File: src/rtl/burst_pkg.sv
package burst_pkg;
  typedef enum logic {
    SRC_CTRL = 1'b0,
    SRC_PROC = 1'b1
  } strobe_src_e;

  typedef enum logic {
    ORD_LINEAR     = 1'b0,
    ORD_INTERLEAVE = 1'b1
  } beat_order_e;
endpackage

File: src/rtl/bag_strobe_arb.sv
module bag_strobe_arb
  import burst_pkg::*;
(
  input  logic        ads_proc_ni,
  input  logic        ads_ctrl_ni,
  input  logic        ce1_ni,
  input  logic        ce2_i,
  input  logic        ce3_ni,
  output logic        load_o,
  output strobe_src_e src_o,
  output logic        sel_o
);
  logic proc_ok;

  // processor strobe needs the primary enable; it wins over the controller strobe
  assign proc_ok = ~ads_proc_ni & ~ce1_ni;
  assign load_o  = proc_ok | ~ads_ctrl_ni;
  assign src_o   = proc_ok ? SRC_PROC : SRC_CTRL;
  assign sel_o   = ~ce1_ni & ce2_i & ~ce3_ni;
endmodule

File: src/rtl/bag_beat_ctr.sv
module bag_beat_ctr #(
  parameter int unsigned BEAT_W = 2
) (
  input  logic              clk_i,
  input  logic              rst_ni,
  input  logic              load_i,
  input  logic [BEAT_W-1:0] start_i,
  input  logic              step_i,
  output logic [BEAT_W-1:0] start_o,
  output logic [BEAT_W-1:0] beat_o
);
  logic [BEAT_W-1:0] start_q, beat_q;

  always_ff @(posedge clk_i or negedge rst_ni) begin
    if (!rst_ni) begin
      start_q <= '0;
      beat_q  <= '0;
    end else if (load_i) begin
      start_q <= start_i;
      beat_q  <= '0;
    end else if (step_i) begin
      beat_q  <= beat_q + 1'b1;  // natural wrap
    end
  end

  assign start_o = start_q;
  assign beat_o  = beat_q;
endmodule

File: src/rtl/bag_order_map.sv
module bag_order_map
  import burst_pkg::*;
#(
  parameter int unsigned BEAT_W = 2
) (
  input  beat_order_e       order_i,
  input  logic [BEAT_W-1:0] start_i,
  input  logic [BEAT_W-1:0] beat_i,
  output logic [BEAT_W-1:0] low_o
);
  logic [BEAT_W-1:0] lin, ilv;

  assign lin = start_i + beat_i;

  for (genvar b = 0; b < BEAT_W; b++) begin : g_ilv
    assign ilv[b] = start_i[b] ^ beat_i[b];
  end

  assign low_o = (order_i == ORD_INTERLEAVE) ? ilv : lin;
endmodule

File: src/rtl/burst_addr_gen.sv
module burst_addr_gen
  import burst_pkg::*;
#(
  parameter int unsigned ADDR_W = 18,
  parameter int unsigned BEAT_W = 2
) (
  input  logic              clk_i,
  input  logic              rst_ni,
  input  logic              mode_i,
  input  logic [ADDR_W-1:0] addr_i,
  input  logic              ads_proc_ni,
  input  logic              ads_ctrl_ni,
  input  logic              adv_ni,
  input  logic              ce1_ni,
  input  logic              ce2_i,
  input  logic              ce3_ni,
  output logic [ADDR_W-1:0] addr_o,
  output logic              valid_o,
  output logic              src_proc_o
);
  localparam int unsigned UP_W = ADDR_W - BEAT_W;

  logic              load, sel, step;
  strobe_src_e       src, src_q;
  logic [UP_W-1:0]   upper_q;
  logic              valid_q;
  logic [BEAT_W-1:0] start_q, beat_q, low;
  beat_order_e       order;

  bag_strobe_arb u_arb (
    .ads_proc_ni (ads_proc_ni),
    .ads_ctrl_ni (ads_ctrl_ni),
    .ce1_ni      (ce1_ni),
    .ce2_i       (ce2_i),
    .ce3_ni      (ce3_ni),
    .load_o      (load),
    .src_o       (src),
    .sel_o       (sel)
  );

  assign step = ~adv_ni & valid_q & ~load;

  bag_beat_ctr #(.BEAT_W(BEAT_W)) u_ctr (
    .clk_i   (clk_i),
    .rst_ni  (rst_ni),
    .load_i  (load),
    .start_i (addr_i[BEAT_W-1:0]),
    .step_i  (step),
    .start_o (start_q),
    .beat_o  (beat_q)
  );

  always_ff @(posedge clk_i or negedge rst_ni) begin
    if (!rst_ni) begin
      upper_q <= '0;
      valid_q <= 1'b0;
      src_q   <= SRC_CTRL;
    end else if (load) begin
      upper_q <= addr_i[ADDR_W-1:BEAT_W];
      valid_q <= sel;
      src_q   <= src;
    end
  end

  assign order = beat_order_e'(mode_i);

  bag_order_map #(.BEAT_W(BEAT_W)) u_map (
    .order_i (order),
    .start_i (start_q),
    .beat_i  (beat_q),
    .low_o   (low)
  );

  assign addr_o     = {upper_q, low};
  assign valid_o    = valid_q;
  assign src_proc_o = (src_q == SRC_PROC);
endmodule

File: config.mk
export PLATFORM = sky130hd
export DESIGN_NAME = burst_addr_gen
export DESIGN_NICKNAME = d
export VERILOG_FILES = /design/src/rtl/burst_pkg.sv /design/src/rtl/bag_strobe_arb.sv /design/src/rtl/bag_beat_ctr.sv /design/src/rtl/bag_order_map.sv /design/src/rtl/burst_addr_gen.sv
export SDC_FILE = /design/constraint.sdc
export NUM_CORES = 1
export LEC_CHECK = 0
export CAP_MARGIN = 10
export CORE_AREA = 2 2 57 48
export DETAILED_ROUTE_END_ITERATION = 8
export DIE_AREA = 0 0 59 50
export GPL_TIMING_DRIVEN = 0
export PLACE_DENSITY = 0.88
export SYNTH_ARGS = -nofsm -noshare
export SYNTH_HDL_FRONTEND = slang
export SYNTH_SLANG_ARGS = --single-unit
File: constraint.sdc
create_clock -name clk_i -period 2.8 [get_ports clk_i]
set_clock_uncertainty 0.2 [all_clocks]
set_input_delay 0.84 -clock clk_i [delete_from_list [all_inputs] [get_ports clk_i]]
set_output_delay 0.84 -clock clk_i [all_outputs]
set_load 0.02 [all_outputs]
Yosys cells after proc, flatten, opt, wreduce, memory -nomap -nowiden
Cells that the tools add are included.
{"block": "classes", "add_sub_neg": 2, "mul": 0, "n_div": 0, "n_lt_le_gt_ge": 0, "eq_ne": 0, "n_shift": 0, "n_mux": 4, "bitwise": 14, "reduce_logical": 1}
{"op": "two-way mux 2 bit", "n": 3}
{"op": "NOT 1 bit", "n": 6}
{"op": "bitwise AND 1 bit", "n": 5}
{"op": "adder 2 x 1 -> 2 bit, second input constant", "n": 1}
{"op": "adder 2 bit", "n": 1}
{"op": "nonzero test 2 bit", "n": 1}
{"op": "XOR 1 bit", "n": 2}
{"op": "two-way mux 1 bit", "n": 1}
{"op": "bitwise OR 1 bit", "n": 1}
{"block": "totals", "register_bits": 22, "latchBits": 0, "mem_bits_rw": 0, "romBits": 0, "input_bits": 27, "word_cells": 26, "mem_count": 0}

Longest topological paths before layout
Gate-level depths: netlist of the first run.
{"block": "logic_depth", "ltp_word": 7, "depth_mapped": 4, "mapped_depth_nobuf": 3}

Cells and area by module
Synthesis of the first run repeated with hierarchy kept, for this count alone.
{"block": "hier_totals", "hier_cells": 57, "hier_area_um2": 940.9}
{"mod": "burst_addr_gen", "n_inst": 1, "cells_per_inst": 39, "area_each_um2": 725.7, "seq_area_each_um2": 450.4}
{"mod": "bag_beat_ctr", "n_inst": 1, "cells_per_inst": 11, "area_each_um2": 157.7, "seq_area_each_um2": 100.1}
{"mod": "bag_order_map", "n_inst": 1, "cells_per_inst": 4, "area_each_um2": 36.3, "seq_area_each_um2": 0.0}
{"mod": "bag_strobe_arb", "n_inst": 1, "cells_per_inst": 3, "area_each_um2": 21.3, "seq_area_each_um2": 0.0}

Worst setup path after synthesis of the first run
OpenSTA, ideal clock, no wires.
{"block": "synth_timing", "path_kind": "input to output", "start": "in mode_i", "end": "out addr_o[1]", "arrival_ps": 1251, "path_slack_ps": 509, "cell_stages": 2, "path_cell_list": "nor2b_1 -> xnor2_1"}
{"block": "synth_via", "elab_chain_len": 1}
{"element": "start: declaration", "line": "burst_addr_gen.sv:9", "source": "input logic mode_i,"}
{"element": "two-way mux 2 bit", "line": "bag_order_map.sv:19", "source": "assign low_o = (order_i == ORD_INTERLEAVE) ? ilv : lin;"}
{"element": "end: declaration", "line": "burst_addr_gen.sv:17", "source": "output logic [ADDR_W-1:0] addr_o,"}
Every way passes these cells.

Final worst setup path of the first run
Ends and elaborated chain as after synthesis.

==> PnR_summary.wiki, run 1 <==
{| class="wikitable"
! Metric !! Value
|-
| Outcome || finished clean
|-
| Global-route usage over all layers || 15.0%
|-
| Via count of the first global-routing pass || 727
|-
| Detailed Place HPWL || 1550 um
|-
| Required time at the endpoint of the critical path || 1.76 ns
|-
| Die footprint || 0.00295 mm^2
|-
| Dominant cell type by area after synthesis || dfrtp_1
|-
| Length of routed wiring on met1 || 795 um
|-
| Peak Freq || 368 MHz
|-
| Ratio of cells with drive above 1 in the final layout || 23.9%
|-
| Critical path startpoint category || primary input
|-
| Number of flops mapped to enable cells by yosys || 0
|-
| Sink count of the clock tree || 22
|-
| Uppermost routed layer || met4
|-
| Synthesis-stage register bit count || 22
|-
| Initial DRC Count || 36
|-
| Post-Synthesis Mean Instance Area || 16.1 um^2
|-
| Fraction of the core area covered by cells at the end of the flow || 63.2%
|-
| Area of the mapped netlist || 951 um^2
|-
| Number of nets with antenna violations after detailed routing || 0
|-
| Vias after detailed routing || 657
|-
| Clock slew at the register clock pins of the worst setup and hold paths || 0.11 ns
|-
| Number of violations of the max-capacitance limit || 0
|-
| Maximum level of the CTS H-tree || 1
|-
| CP Capture Type || primary output
|-
| Number of fillers in the final layout || 193
|-
| Global-route wire length before repair || 3300 um
|-
| Register area share after synthesis || 57.9%
|-
| Fin crit period || 2.72 ns
|-
| Distinct cell type count after synthesis || 17
|-
| Worst min-delay path category || reg2reg
|-
| Most area-consuming cells after synthesis || dfrtp_1, mux2_4, buf_6
|-
| CP Data Arrival Time || 1.68 ns
|-
| Clock buffers created by TritonCTS || 3
|-
| IO Port Bufs || 46
|-
| Unrepaired setup endpoints after global routing || false
|-
| Final hold violation count || 0
|-
| Die Width || 59 um
|-
| Period utilisation layout || 97.0%
|-
| Site Rows || 16
|-
| Clk_lat worst skew || 0.30 ns
|-
| Post-synth top area share || 57.9%
|-
| Maximum VDD drop || 357 uV
|-
| Number of search-and-repair iterations in the first detailed-routing pass || 3
|-
| Met2 wire length || 1010 um
|-
| Count of pins over their slew limit || 0
|-
| Power density of the placed cells || 542 mW/mm^2
|-
| Standard cell core area || 0.00236 mm^2
|-
| Normalized max-slew margin || 34.4%
|-
| Clk root buf || clkbuf_4
|-
| Antenna diode instance count || 0
|-
| Prevailing post-synth register cell || dfrtp_1
|-
| Maximum number of pins on one net before global-route repair || 23
|-
| Residual DRC || 0
|-
| Synthesized instance count || 59
|-
| Measured slew at the worst slew-check pin || 0.981 ns
|-
| Final setup fails || 0
|-
| Largest fanout on the critical path || 1
|-
| Ports || 47
|-
| Hold buffers post-CTS || 0
|-
| Maximum clock path buffer count || 2
|-
| Nets in the synthesized netlist || 87
|-
| Antenna violations before repair || 0
|-
| Most common cell in the netlist || dfrtp_1
|-
| Detail-routed net length per standard cell || 14.5 um
|-
| Initial cell density of the core || 40.3%
|-
| Aggregate global routing overflow || 0
|-
| Wire length on met3 || 123 um
|-
| Type of the worst setup path || in2out
|-
| Top post-synthesis cells by count || dfrtp_1, mux2_4, o21ai_0
|-
| CTS tree || yes
|-
| Final-stage net count || 138
|-
| Setup_tns || 0 ns
|-
| Vias per cell || 4.83
|-
| Share of synthesized registers carrying an async set or reset || 100%
|-
| Chip height || 50 um
|-
| Post-synthesis to final-layout area growth || 57.0%
|-
| Routability-driven placement congestion ratio || 0.759
|-
| Wirelength, routed || 1970 um
|-
| Synthesis warning total || 0
|-
| Pleak || 0.663 nW
|}
==> critical path: stages <==
cell	delay [ns]
clkdlybuf4s50_1	0.40
nor2b_1	0.13
xnor2_1	0.13
buf_2	0.18
==> through the flow <==
step | cells | hold slack [ns] | cell area [um^2] | total power [mW] | setup slack [ns]
5_1_grt | 136 | 0.344 | 1490 | 0.847 | 0.0198
3_3_place_gp | 132 | 0.271 | 1450 | 0.574 | -0.362
2_1_floorplan | 59 | 0.287 | 951 | 0.467 | 0.509
3_5_place_dp | 132 | 0.275 | 1450 | 0.580 | -0.366
4_1_cts | 136 | 0.302 | 1490 | 0.822 | 0.0708
6_report | 136 | 0.297 | 1490 | 0.809 | 0.0848
==> logic make-up after synthesis <==
logic type	count (synthesis)	share of synthesized area, %
AOI/OAI and AO/OA	5	3.82
xor gates and xnor gates	3	2.76
muxes	18	27.6
DFF	22	57.9
buffers and inverters	3	2.76
and+or+nand+nor	7	3.82
adders and majority gates	1	1.32
==> sequential cells by signal, indices dropped and copies added (netlist names) <==
register and cells:
valid_o 1, u_ctr.beat_o 2, src_proc_o 1, u_ctr.start_o 2, upper_q 16
==> per-layer routing <==
layer / GRT usage [%] / vias to the layer above
met1: 16.2 / 320
met5: 0 / -
met4: 4.92 / 0
met3: 5.25 / 4
met2: 26.9 / 28
li1: - / 305
==> cells in the final DEF, fill, tap and decap left out <==
master,n
nand2_1,1
mux2_2,2
mux2_4,16
xnor2_1,2
buf_2,1
or3_1,1
clkbuf_4,3
ha_1,1
a21oi_1,1
o21ai_4,1
buf_6,2
clkdlybuf4s50_1,45
inv_1,1
nand3b_1,1
nor2b_1,1
nand3_1,1
xor2_1,1
o21ai_0,3
nor2_1,2
dfrtp_1,22
bufinv_16,1
==> power by group <==
group | switching (mW) | internal (mW)
combinational | 0.0822 | 0.125
clock | 0.0938 | 0.145
sequential | 0.0173 | 0.346
==> path summary, 6_finish.rpt <==
path,startpoint,end,slack (ns),depth (start not counted)
setup / recovery,mode_i,addr_o[1],0.08,4
hold / removal,src_proc_o,src_proc_o,0.30,2
setup reg to reg,valid_o,u_ctr.beat_o[0],1.60,3
hold reg to reg,src_proc_o,src_proc_o,0.30,2
max in group asynchronous,rst_ni,upper_q[0],0.94,1
min in group asynchronous,rst_ni,upper_q[15],0.86,1
==> cell type report <==
| type | instances | area [um^2] | share of cell area, % |
|---|---|---|---|
| flip-flops and latches | 22 | 551 | 36.9 |
| repair buffers | 46 | 455 | 30.5 |
| multi-input cells | 34 | 374 | 25.1 |
| well taps | 27 | 33.8 | 2.26 |
| clock inverters | 1 | 30.0 | 2.01 |
| clock buffers | 3 | 22.5 | 1.51 |
| plain buffers | 2 | 22.5 | 1.51 |
| inverters | 1 | 3.75 | 0.251 |
==> timing repair <==
action | CTS | global route
buffers inserted | 0 | 0
endpoints found under the hold margin | 0 | 0
gates resized for setup | 5 | 0
endpoints found under the setup margin | 1 | 0
No activity file was read; power rests on OpenSTA's default activity.
==> inputs of run 2 (changes only) <==
Settings changed: CORE_AREA 2 2 57 48 to 2 2 51 53, DIE_AREA 0 0 59 50 to 0 0 53 55, PLACE_DENSITY 0.88 to 0.8.
==> run 2 against run 1 <==
Net effect: utilization down 0.60 points; combinational power barely moved; global-route usage is 1.0 points lower; sequential share of layout area grew 0.31 points; fmax fell by 0.63%; routed wire length decreased by 6.2%; highest routed layer is now met3; setup slack got worse by 0.017 ns; total power decreased by 8.3%; design area shrank 0.84%; critical path depth did not move.
==> PnR_summary.wiki, run 2 (synthesis results as in run 1) <==
{| class="wikitable"
! Metric !! Value
|-
| Aggregate global routing overflow || 0 (unchanged)
|-
| Global-route usage over all layers || 14.0% (was 15.0%)
|-
| Outcome || finished clean (unchanged)
|-
| Standard cell core area || 0.00236 mm^2 (about the same)
|-
| Number of nets with antenna violations after detailed routing || 0 (unchanged)
|-
| Largest fanout on the critical path || 1 (unchanged)
|-
| Number of search-and-repair iterations in the first detailed-routing pass || 3 (unchanged)
|-
| Power density of the placed cells || 501 mW/mm^2 (was 542 mW/mm^2)
|-
| Ports || 47 (unchanged)
|-
| Ratio of cells with drive above 1 in the final layout || 23.9% (unchanged)
|-
| Wirelength, routed || 1850 um (was 1970 um)
|-
| Normalized max-slew margin || 37.0% (was 34.4%)
|-
| Total area of multi-input combinational cells || 374 um^2 (unchanged)
|-
| Residual DRC || 0 (unchanged)
|-
| Initial cell density of the core || 40.2% (was 40.3%)
|-
| Initial DRC Count || 4 (was 36)
|-
| CP Data Arrival Time || 1.69 ns (was 1.68 ns)
|-
| Post-layout total power || 0.742 mW (was 0.809 mW)
|-
| Clk_lat worst skew || 0.30 ns (about the same)
|-
| Type of the worst setup path || in2out (unchanged)
|-
| Clk root buf || clkbuf_4 (unchanged)
|-
| Peak Freq || 366 MHz (was 368 MHz)
|-
| Post-synthesis to final-layout area growth || 55.7% (was 57.0%)
|-
| Maximum level of the CTS H-tree || 1 (unchanged)
|-
| Number of fillers in the final layout || 207 (was 193)
|-
| Register with the highest flop count || upper_q (unchanged)
|-
| Register cell area after layout || 551 um^2 (unchanged)
|-
| Die footprint || 0.00292 mm^2 (was 0.00295 mm^2)
|-
| Period utilisation layout || 97.6% (was 97.0%)
|-
| Clock slew at the register clock pins of the worst setup and hold paths || 0.12 ns (was 0.11 ns)
|-
| Count of pins over their slew limit || 0 (unchanged)
|-
| Fin crit period || 2.73 ns (was 2.72 ns)
|-
| Highest-count cells in the layout ignoring fill and taps || clkdlybuf4s50_1, dfrtp_1, mux2_4, o21ai_0, clkbuf_4 (unchanged)
|-
| Sink count of the clock tree || 22 (unchanged)
|-
| Via count of the first global-routing pass || 655 (was 727)
|-
| Antenna violations before repair || 0 (unchanged)
|-
| Final setup fails || 0 (unchanged)
|-
| Required time at the endpoint of the critical path || 1.76 ns (about the same)
|-
| Number of violations of the max-capacitance limit || 0 (unchanged)
|-
| Worst min-delay path category || reg2reg (unchanged)
|-
| Maximum clock path buffer count || 2 (unchanged)
|-
| Number of flip-flops in the largest register || 16 (unchanged)
|-
| Site Rows || 18 (was 16)
|-
| Detail-routed net length per standard cell || 13.3 um (was 14.5 um)
|-
| CTS tree || yes (unchanged)
|-
| Final hold violation count || 0 (unchanged)
|-
| Critical path startpoint category || primary input (unchanged)
|-
| Routability-driven placement congestion ratio || 0.643 (was 0.759)
|-
| Antenna diode instance count || 0 (unchanged)
|-
| Commonest non-fill, non-tap cell in the layout || clkdlybuf4s50_1 (unchanged)
|-
| Pleak || 0.656 nW (was 0.663 nW)
|-
| Global-route wire length before repair || 2910 um (was 3300 um)
|-
| Vias after detailed routing || 625 (was 657)
|-
| Final-stage net count || 138 (unchanged)
|-
| IO Port Bufs || 46 (unchanged)
|-
| Measured slew at the worst slew-check pin || 0.942 ns (was 0.981 ns)
|-
| Clock buffers created by TritonCTS || 3 (unchanged)
|-
| Die Width || 53 um (was 59 um)
|-
| Detailed Place HPWL || 1380 um (was 1550 um)
|-
| Unrepaired setup endpoints after global routing || false (unchanged)
|-
| Vias per cell || 4.50 (was 4.83)
|-
| CP Capture Type || primary output (unchanged)
|-
| Fraction of the core area covered by cells at the end of the flow || 62.6% (was 63.2%)
|-
| Chip height || 55 um (was 50 um)
|-
| Maximum number of pins on one net before global-route repair || 23 (unchanged)
|-
| Buffers inserted during post-CTS setup optimization || 0 (unchanged)
|-
| Maximum VDD drop || 306 uV (was 357 uV)
|}
## run 2: cell types whose count changed in the layout (fill, tap and decap cells not counted), sizes merged
cell / change
clkbuf: +1
bufinv: -1
## run 2: layout make-up
cell class | count | share of cell area (%)
Buffer | 2 | 1.52
Timing Repair Buffer | 46 | 30.8
Tap cell | 30 | 2.54
Inverter | 1 | 0.254
Clock buffer | 4 | 2.45
Sequential cell | 22 | 37.2
Multi-Input combinational cell | 34 | 25.3
## run 2: what timing repair did
action	in CTS	in global routing
hold endpoints to repair	0	0
hold buffers	0	0
gates resized for setup	5	0
setup endpoints to repair	1	0
## run 2: worst max-delay path, stage by stage
cell and delay [ns]:
clkdlybuf4s50_1 0.40, nor2b_1 0.14, xnor2_1 0.13, buf_2 0.18
## run 2: path summary, 6_finish.rpt
| check | slack, ns | startpoint | end | depth (start not counted) |
|---|---|---|---|---|
| setup / recovery | 0.07 | mode_i | addr_o[1] | 4 |
| hold / removal | 0.31 | src_proc_o | src_proc_o | 2 |
| setup reg to reg | 1.59 | u_ctr.beat_o[0] | u_ctr.beat_o[0] | 2 |
| hold reg to reg | 0.31 | src_proc_o | src_proc_o | 2 |
| max in group asynchronous | 0.98 | rst_ni | upper_q[5] | 1 |
| min in group asynchronous | 0.84 | rst_ni | upper_q[13] | 1 |
## run 2: metrics by stage
stage               cells  worst slack, ns  TNS, ns  instance area (um^2)  hold slack (ns)
floorplan              59            0.509        0                   951            0.287
global placement      135           -0.366   -0.366                  1450            0.270
detailed placement    135           -0.369   -0.369                  1450            0.289
CTS                   139           0.0555        0                  1480            0.316
global route          139           0.0311        0                  1480            0.333
finish                139           0.0677        0                  1480            0.313
## run 2: power by group
part | leakage [nW] | internal [mW] | total (mW) | switching [mW]
clock | 0.0210 | 0.0793 | 0.173 | 0.0937
sequential | 0.264 | 0.346 | 0.363 | 0.0166
combinational | 0.371 | 0.125 | 0.206 | 0.0814
total | 0.656 | 0.550 | 0.742 | 0.192
## run 2: layer usage
metal	up-vias	part of all wire, %	track usage [%]
met5	-	0	0
met4	0	0	6.41
met3	0	8.4	3.49
met2	28	50	22.7
met1	294	41	17.7
li1	303	-	-
